`config.mk`:
```
export PLATFORM = sky130hd
export DESIGN_NAME = ripple_mode_detector
export DESIGN_NICKNAME = d
export VERILOG_FILES = /design/src/rtl/rrd_pkg.sv /design/src/rtl/rrd_set_sel.sv /design/src/rtl/rrd_metric_qual.sv /design/src/rtl/ripple_mode_detector.sv
export SDC_FILE = /design/constraint.sdc
export NUM_CORES = 1
export LEC_CHECK = 0
export ABC_AREA = 1
export BUFFER_PORTS_ARGS = -buffer_cell sky130_fd_sc_hd__buf_2
export CAP_MARGIN = 20
export CORE_AREA = 5 5 102 104
export CTS_CLUSTER_SIZE = 10
export DETAILED_ROUTE_END_ITERATION = 12
export DIE_AREA = 0 0 107 109
export HOLD_SLACK_MARGIN = 0.1
export PLACE_DENSITY = 0.78
export SLEW_MARGIN = 20
export SYNTH_ARGS = -nofsm -noshare
export SYNTH_HDL_FRONTEND = slang
export SYNTH_SLANG_ARGS = --single-unit
```
`constraint.sdc`:
```
create_clock -name clk -period 4.8 [get_ports clk]
set_input_delay 0.24 -clock clk [delete_from_list [all_inputs] [get_ports clk]]
set_output_delay 0.24 -clock clk [all_outputs]
set_load 0.02 [all_outputs]
```
`src/rtl/rrd_pkg.sv`:
```
package rrd_pkg;
    typedef enum logic [1:0] {
        SET_PWM   = 2'd0,
        SET_PFM   = 2'd1,
        SET_START = 2'd2
    } set_e;

    typedef enum logic [1:0] {
        CAUSE_NONE  = 2'b00,
        CAUSE_TRANS = 2'b01,
        CAUSE_CONT  = 2'b10,
        CAUSE_OV    = 2'b11
    } cause_e;
endpackage

```
`src/rtl/rrd_set_sel.sv`:
```
module rrd_set_sel
    import rrd_pkg::*;
#(
    parameter int HOLD_TICKS = 3
) (
    input  logic clk,
    input  logic rst_n,
    input  logic mode_i,
    input  logic mask_i,
    input  logic tick_i,
    output set_e set_o,
    output logic chg_o
);
    localparam int HW = $clog2(HOLD_TICKS + 1);

    typedef struct packed {
        logic [HW-1:0] hold;
        set_e          set;
    } st_t;

    st_t q, d;

    always_comb begin
        d = q;
        if (mask_i) begin
            d.hold = HW'(HOLD_TICKS);
        end else if (tick_i && q.hold != '0) begin
            d.hold = q.hold - 1'b1;
        end
        if (mask_i || q.hold != '0) begin
            set_o = SET_START;
        end else if (mode_i) begin
            set_o = SET_PFM;
        end else begin
            set_o = SET_PWM;
        end
        d.set = set_o;
        chg_o = (set_o != q.set);
    end

    always_ff @(posedge clk) begin
        if (!rst_n) begin
            q <= '{hold: '0, set: SET_PWM};
        end else begin
            q <= d;
        end
    end


    hold_start_chk: assert property (@(posedge clk) disable iff (!rst_n)
        $fell(mask_i) |-> (set_o == SET_START));
endmodule

```
`src/rtl/rrd_metric_qual.sv`:
```
module rrd_metric_qual #(
    parameter int W         = 12,
    parameter int N_VOTES   = 3,
    parameter int WIN_TICKS = 4,
    parameter int DEB_TICKS = 3
) (
    input  logic         clk,
    input  logic         rst_n,
    input  logic         valid_i,
    input  logic         tick_i,
    input  logic [W-1:0] val_i,
    input  logic [W-1:0] lim_i,
    input  logic [W-1:0] gap_i,
    input  logic         clr_i,
    input  logic         sup_i,
    output logic         alert_o,
    output logic         rise_o
);
    localparam int VW = $clog2(N_VOTES + 1);
    localparam int TW = $clog2(WIN_TICKS + 1);
    localparam int PW = $clog2(DEB_TICKS + 1);

    typedef struct packed {
        logic [VW-1:0] votes;
        logic [TW-1:0] win;
        logic [PW-1:0] pers;
        logic          over;
        logic          alert;
        logic          rise;
    } st_t;

    st_t q, d;
    logic [W-1:0] rel;

    always_comb begin
        d      = q;
        d.rise = 1'b0;
        rel    = (lim_i > gap_i) ? (lim_i - gap_i) : '0;
        if (sup_i) begin
            d = '0;
        end else begin
            if (clr_i) begin
                d.votes = '0;
                d.win   = '0;
                d.pers  = '0;
                d.over  = 1'b0;
            end
            if (tick_i) begin
                if (d.win == TW'(WIN_TICKS - 1)) begin
                    d.win   = '0;
                    d.votes = '0;
                end else begin
                    d.win = d.win + 1'b1;
                end
                if (d.over && d.pers != PW'(DEB_TICKS)) begin
                    d.pers = d.pers + 1'b1;
                end
            end
            if (valid_i) begin
                if (val_i > lim_i) begin
                    d.over = 1'b1;
                    if (d.votes != VW'(N_VOTES)) begin
                        d.votes = d.votes + 1'b1;
                    end
                end else begin
                    d.over = 1'b0;
                    d.pers = '0;
                end
            end
            if (!q.alert) begin
                if (d.votes == VW'(N_VOTES) || d.pers == PW'(DEB_TICKS)) begin
                    d.alert = 1'b1;
                    d.rise  = 1'b1;
                end
            end else if (valid_i && val_i < rel) begin
                d.alert = 1'b0;
                d.votes = '0;
                d.win   = '0;
                d.pers  = '0;
                d.over  = 1'b0;
            end
        end
    end

    always_ff @(posedge clk) begin
        if (!rst_n) begin
            q <= '0;
        end else begin
            q <= d;
        end
    end

    assign alert_o = q.alert;
    assign rise_o  = q.rise;


    sup_clear_chk: assert property (@(posedge clk) disable iff (!rst_n)
        sup_i |=> !alert_o);


    rise_src_chk: assert property (@(posedge clk) disable iff (!rst_n)
        $rose(alert_o) |-> $past(valid_i || tick_i));


    fall_src_chk: assert property (@(posedge clk) disable iff (!rst_n)
        $fell(alert_o) |-> $past(valid_i || sup_i));
endmodule

```
`src/rtl/ripple_mode_detector.sv`:
```
module ripple_mode_detector
    import rrd_pkg::*;
#(
    parameter int W          = 12,
    parameter int N_VOTES    = 3,
    parameter int WIN_TICKS  = 4,
    parameter int DEB_TICKS  = 3,
    parameter int HOLD_TICKS = 3
) (
    input  logic         clk,
    input  logic         rst_n,
    input  logic         mode_i,
    input  logic         mask_i,
    input  logic         tick_i,
    input  logic         smp_valid_i,
    input  logic [W-1:0] vpp_i,
    input  logic [W-1:0] rms_i,
    input  logic [W-1:0] lvl_i,
    input  logic [W-1:0] tr_lim_pwm_i,
    input  logic [W-1:0] tr_lim_pfm_i,
    input  logic [W-1:0] tr_lim_start_i,
    input  logic [W-1:0] ct_lim_pwm_i,
    input  logic [W-1:0] ct_lim_pfm_i,
    input  logic [W-1:0] ct_lim_start_i,
    input  logic [W-1:0] gap_pwm_i,
    input  logic [W-1:0] gap_pfm_i,
    input  logic [W-1:0] gap_start_i,
    input  logic [W-1:0] ov_lim_i,
    output logic         tr_alert_o,
    output logic         ct_alert_o,
    output logic         ov_alert_o,
    output logic         event_o,
    output logic [1:0]   cause_o
);
    localparam int NM = 2;

    set_e         set_sel;
    logic         set_chg;
    logic [W-1:0] val_a   [NM];
    logic [W-1:0] lim_a   [NM];
    logic [W-1:0] gap_sel;
    logic [NM-1:0] alert_a;
    logic [NM-1:0] rise_a;

    rrd_set_sel #(.HOLD_TICKS(HOLD_TICKS)) u_sel (
        .clk    (clk),
        .rst_n  (rst_n),
        .mode_i (mode_i),
        .mask_i (mask_i),
        .tick_i (tick_i),
        .set_o  (set_sel),
        .chg_o  (set_chg)
    );

    always_comb begin
        val_a[0] = vpp_i;
        val_a[1] = rms_i;
        case (set_sel)
            SET_PFM: begin
                lim_a[0] = tr_lim_pfm_i;
                lim_a[1] = ct_lim_pfm_i;
                gap_sel  = gap_pfm_i;
            end
            SET_START: begin
                lim_a[0] = tr_lim_start_i;
                lim_a[1] = ct_lim_start_i;
                gap_sel  = gap_start_i;
            end
            default: begin
                lim_a[0] = tr_lim_pwm_i;
                lim_a[1] = ct_lim_pwm_i;
                gap_sel  = gap_pwm_i;
            end
        endcase
    end

    for (genvar g = 0; g < NM; g++) begin : g_metric
        rrd_metric_qual #(
            .W         (W),
            .N_VOTES   (N_VOTES),
            .WIN_TICKS (WIN_TICKS),
            .DEB_TICKS (DEB_TICKS)
        ) u_qual (
            .clk     (clk),
            .rst_n   (rst_n),
            .valid_i (smp_valid_i),
            .tick_i  (tick_i),
            .val_i   (val_a[g]),
            .lim_i   (lim_a[g]),
            .gap_i   (gap_sel),
            .clr_i   (set_chg),
            .sup_i   (mask_i),
            .alert_o (alert_a[g]),
            .rise_o  (rise_a[g])
        );
    end

    typedef struct packed {
        logic alert;
        logic rise;
    } ov_t;

    ov_t ov_q, ov_d;

    always_comb begin
        ov_d      = ov_q;
        ov_d.rise = 1'b0;
        if (smp_valid_i) begin
            if (lvl_i > ov_lim_i) begin
                if (!ov_q.alert) begin
                    ov_d.rise = 1'b1;
                end
                ov_d.alert = 1'b1;
            end else begin
                ov_d.alert = 1'b0;
            end
        end
    end

    always_ff @(posedge clk) begin
        if (!rst_n) begin
            ov_q <= '0;
        end else begin
            ov_q <= ov_d;
        end
    end

    cause_e cause_c;
    always_comb begin
        if (ov_q.rise) begin
            cause_c = CAUSE_OV;
        end else if (rise_a[0]) begin
            cause_c = CAUSE_TRANS;
        end else if (rise_a[1]) begin
            cause_c = CAUSE_CONT;
        end else begin
            cause_c = CAUSE_NONE;
        end
    end

    assign tr_alert_o = alert_a[0];
    assign ct_alert_o = alert_a[1];
    assign ov_alert_o = ov_q.alert;
    assign event_o    = ov_q.rise | (|rise_a);
    assign cause_o    = cause_c;


    ov_set_chk: assert property (@(posedge clk) disable iff (!rst_n)
        (smp_valid_i && lvl_i > ov_lim_i) |=> ov_alert_o);


    ov_cause_chk: assert property (@(posedge clk) disable iff (!rst_n)
        $rose(ov_alert_o) |-> (event_o && cause_o == 2'b11));


    evt_edge_chk: assert property (@(posedge clk) disable iff (!rst_n)
        event_o |-> ($rose(tr_alert_o) || $rose(ct_alert_o) || $rose(ov_alert_o)));
endmodule

```
Yosys cells after proc, flatten, opt, wreduce, memory -nomap -nowiden
Index checks and enable logic that the tools add are counted.
Widths: inputs -> output; s select.
Word-level totals
  flip-flop bits (word level): 26
  input bits: 162
Operators by class
  add/sub/neg operators: 9
  order comparisons: 7
  eq/ne operators: 13
  multiplexer cells: 51
  bitwise logic cells: 2
  reduce and logical (&&, ||, !) cells: 15
Operator list (count)
  $gt 12x12->1: 5
  $mux 8: 6
  $pmux 24 s2: 1
  $mux 2: 22
  $mux 7: 4
  $lt 12x12->1: 2
  $mux 12: 2
  $pmux 12 s2: 1
  $sub 12x12->12: 2
  $mux 3: 6
  $mux 9: 2
  $eq 2x2->1 const B: 5
  $add 2x1->2 const B: 4
  $ne 2x2->1 const B: 4
  $mux 1: 7
  $add 3x1->3 const B: 2
  $eq 3x2->1 const B: 2
  $reduce_or 3->1: 2
  $logic_and 1x1->1: 5
  $reduce_bool 2->1: 2
  $reduce_or 2->1: 2
  $logic_or 1x1->1: 3
  $reduce_and 3->1: 1
  $eq 2x1->1 const B: 1
  4 further kinds: 4

Logic depth before layout (Yosys ltp)
  word-level depth: 20
  depth in mapped cells: 34
  gate-level depth less buffers: 32

By module
A second synthesis with hierarchy kept.
Unflattened totals
  cell total of the unflattened synthesis: 828
  area total of the unflattened synthesis: 4933.5 sq um
Modules (own cells, without submodules)
  rrd_metric_qual (g_metric[1].u_qual): times used 1, cells each 276, area an instance 1734.2 sq um
  rrd_metric_qual (g_metric[0].u_qual): times used 1, cells each 277, area an instance 1731.7 sq um
  ripple_mode_detector: times used 1, cells each 239, area an instance 1239.9 sq um
  rrd_set_sel: times used 1, cells each 36, area an instance 227.7 sq um

Least setup slack after synthesis
OpenSTA, ideal clock, no wires.
  kind: register to register
  from: reg u_sel.q[2] in the netlist's numbering
  to: reg g_metric[0].u_qual.q[8] in the netlist's numbering
  library setup time: 0.121 ns
  arrival time: 3.980 ns
  setup slack: 0.698 ns
  stages on the path, launching flop included: 28
  period minus slack after synthesis: 4.102 ns
  path through: dfxtp_1 > inv_1 > ha_1 > inv_2 > nor2_4 > clkbuf_1 > clkbuf_1 > o221ai_1 > ha_1 > inv_1 > o21ai_0 > nand2_1 > nand3_1 > a21oi_1 > o21ai_1 > nand2_1 > nand2_1 > and2_1 > buf_2 > nand3_1 > ha_1 > nand2_1 > a21boi_0 > o21a_1 > nor3_1 > nand2_1 > nand2_2 > nor2_1
Between the ends
  longest elaborated chain between the ends: 17
  elaborated cells on any way between the ends: 28
Ends and longest elaborated chain
  start: declaration: RTL line rrd_set_sel.sv:21  | st_t q, d;
  start signal: assignment: RTL line rrd_set_sel.sv:43  | q <= '{hold: '0, set: SET_PWM};
  $reduce_bool 2->1 *: RTL line rrd_set_sel.sv:30  | if (mask_i || q.hold != '0) begin
  $logic_or 1x1->1 *: RTL line rrd_set_sel.sv:30
  $mux 2 *: RTL line rrd_set_sel.sv:30
  branches (longest 13 deep; another with $sub 12x12->12)
  $mux 8 *: RTL line rrd_metric_qual.sv:70  | if (!q.alert) begin
  end signal: assignment: RTL line rrd_metric_qual.sv:87  | q <= '0;
  end signal: assignment: RTL line rrd_metric_qual.sv:89  | q <= d;
  end: declaration: RTL line rrd_metric_qual.sv:32  | st_t q, d;
Every way passes the cells marked *. The select of a mux whose other input is x is not followed.
A chain may end at the register's enable or synchronous reset.

Final worst setup path
  from: reg u_sel.q[2] in the netlist's numbering
  to: reg g_metric[0].u_qual.q[4] in the netlist's numbering
Between the ends
  longest elaborated chain between the ends: 16
  elaborated cells on any way between the ends: 27
Ends and longest elaborated chain (RTL line)
  $reduce_bool 2->1 *: rrd_set_sel.sv:30
  $logic_or 1x1->1 *: rrd_set_sel.sv:30
  $mux 2 *: rrd_set_sel.sv:30
  branches (longest 12 deep; another with $sub 12x12->12)
  $mux 8 *: rrd_metric_qual.sv:70
Marks and branches as above.

==> results_dict.tcl <==
set metrics [dict create \
    status "finished clean" \
    n_antenna_cell 0 \
    min_to "u_sel.q[3]" \
    ys_warn_count 0 \
    vdd.ir_drop.worst_uv 163 \
    grt_pass1_vias 5106 \
    final_common_cell "buf_2" \
    cp.arrival_ps 4560 \
    final_cell_mix "buf_2, nand2_1, inv_1" \
    p_per_area_nw_per_um2 216 \
    dpl-instance-area_um2 5560 \
    tightest_slew_ps 510 \
    top_usage_layer "met2" \
    hold_path.class "primary input to flop" \
    synth.distinct_cells 47 \
    slew_headroom_pct 65.9 \
    regToRegEndpoint "g_metric[0].u_qual.q[4]" \
    min_from "rst_n" \
    cts_inserted_buffers 3 \
    cts_tree "done" \
    synth.net_count 969 \
    cts_hold_buf 0 \
    startpoint_type "flop" \
    required_ps 4980 \
    drt_iter0_drc 241 \
    clkSinkCount 26 \
    p_leak_nw 3.11 \
    ant_nets 0 \
    cts.path.max_buffers 2 \
    netlist_top_cells_area "ha_1, nand2_1, dfxtp_1" \
    synth_top_area_share_pct 22.3 \
    rr_startpoint "u_sel.q[2]" \
    gp_congestion 0.960 \
    die_x_um 107 \
    ys_seq_elements 26 \
    drt_pass1_iterations 6 \
    grt_max_degree 37 \
    grt_antenna_before_repair 0 \
    clock_tree.root_cell "clkbuf_8" \
    whs_path_depth 3 \
    path_max_fanout 36 \
    cp-end-kind "flop" \
    ios 168 \
    setup_tns_ps 0 \
    io_buffers 167 \
    drive_gt1_share_pct 24.8 \
    initial_utilization_pct 48.7 \
    fin_nets 1136 \
    drc 0 \
    seq_area_frac_synth_pct 11.3 \
    period_needed_ps 4390 \
    dp_hpwl_um 12200 \
    use_met1_pct 28.1 \
    syn_to_final_growth_pct 22.6 \
    vias 5356 \
    met2_usage_pct 41.7 \
    max_cap_viol_count 0 \
    r2r_cells 27 \
    viasPerCell 5.33 \
    grt_pass1_wl_um 22200 \
    rows 36 \
    synth.avg_cell_area_um2 6.36 \
    cts.clk_slew.worst_paths_ps 90 \
    setup_slack_ps 414 \
    fp.coreArea_um2 9460 \
    slew_violations 0 \
    mappedNetlistArea_um2 4610 \
    grt-ovfl-total 0 \
    die_y_um 109 \
    routed_wl_um 13900 \
    clock_skew_ps 6.76 \
    crit_start "u_sel.q[2]" \
    synth_top_area_cell "ha_1" \
    use_met3_pct 3.37 \
    cts_max_level 1 \
    finalHoldViolCount 0 \
    period_share_pct 91.4 \
    pre_cts_ws_ps 466 \
    fmax_mhz 228 \
    die_area_um2 11700 \
    fin_area_um2 5650 \
    setup_viol 0 \
    insertion_delay_ps 280 \
    gr-usage-all-layers_pct 23.3 \
    synthCells 724 \
    r2r_setup_slack_ps 410 \
    rsz0062_at_grt "false" \
    post_drt_wl_per_cell_um 13.9 \
    crit_type "flop to flop" \
]
metrics by stage:
stage                     power (mW)  hold slack, ps  utilization, %  std cells
final                           1.22             258            59.7       1004
after global placement          1.01             429            58.8        998
after global routing            1.35             277            59.7       1004
after CTS                       1.21             252            59.6       1002
after detailed placement        1.03             440            58.8        998
after floorplan                0.802             378               -        724
metal layers:
layer	share of wire [%]	up-vias	routed length (um)
li1	-	2780	-
met1	42	2304	5910
met2	46	222	6390
met3	7.8	50	1090
met4	3.8	0	529
met5	0	-	0
Yosys cell counts, drive strengths merged:
library cell    n
clkbuf          8
a2111oi         1
o21a           18
mux2            1
a21oi          46
o31ai           1
nor2           78
or2            11
ha             82
nand3          46
a211oi          3
o211ai          3
nand2         148
a21boi          2
inv           123
buf             5
o22ai           3
nor3            6
a211o           1
o21ai          34
a21o            2
o2111ai         3
nor4            1
nand3b          3
xor2            3
o221ai          8
fa              1
a22o            2
a22oi           4
dfxtp          26
a31oi           7
nand4          14
and2            5
o21bai          5
nor3b           4
o22a           16
how the worst max path moves through the flow:
stage / end / slack, ps
floorplan: g_metric[0].u_qual.q[8] / 700
detailed placement: g_metric[0].u_qual.q[3] / 470
global route: g_metric[0].u_qual.q[4] / 20
global placement: g_metric[0].u_qual.q[4] / 600
CTS: g_metric[0].u_qual.q[3] / 450
finish: g_metric[0].u_qual.q[4] / 410
sequential cells by signal, indices dropped and copies added, names as in the netlist:
name,count
ov_q,1
g_metric.u_qual.q,16
u_sel.q,4
g_metric.u_qual.rise_o,2
ov_alert_o,1
g_metric.u_qual.alert_o,2
worst max-delay path: stages, from the launching register on:
cell	delay (ps)
dfxtp_1	330
inv_1	60
ha_1	290
inv_2	70
nor2_4	90
buf_4	370
o22a_1	190
o21a_1	150
inv_1	60
ha_1	170
inv_1	80
fa_1	230
nand4_1	110
nand3_1	130
a21oi_1	80
o21ai_1	170
nand2_1	70
nand2_1	80
and2_1	140
a21boi_0	180
o21ai_0	140
ha_1	320
a21boi_0	130
o21a_1	170
nor3_1	160
nand2_1	80
nand2_2	160
nor2_1	60
cell type report:
cell class,count,area [um2]
fill,960,3810
clock buffer,3,41.3
clock inverter,1,30.0
inverter,123,464
sequential,26,520
multi-input combinational,562,3560
tap,114,143
timing repair buffer,175,896
timing repair:
item / CTS / global route
buffers inserted: 0 / 2
resized for setup: 0 / 2
endpoints found under the hold margin: 0 / 0
endpoints found under the setup margin: 0 / 9
power breakdown:
part	switching, mW	leakage (nW)	internal, mW
Sequential	0.00289	0.212	0.223
Combinational	0.478	2.86	0.331
Clock	0.0729	0.0357	0.112
cell families (layout without fill, tap and decap cells):
logic type               count (synthesis)  in the layout  share of synthesized area, %
AO/OA/AOI/OAI                          159            159                          22.1
AND/OR/NAND/NOR                        316            316                          31.5
buffers and inverters                  136            302                          11.5
XOR/XNOR                                 3              3                         0.570
adder cells (fa/ha/maj)                 83             83                          22.7
multiplexers                             1              1                         0.244
flip-flops                              26             26                          11.3
Note: power is estimated with default switching activity, not from simulation.
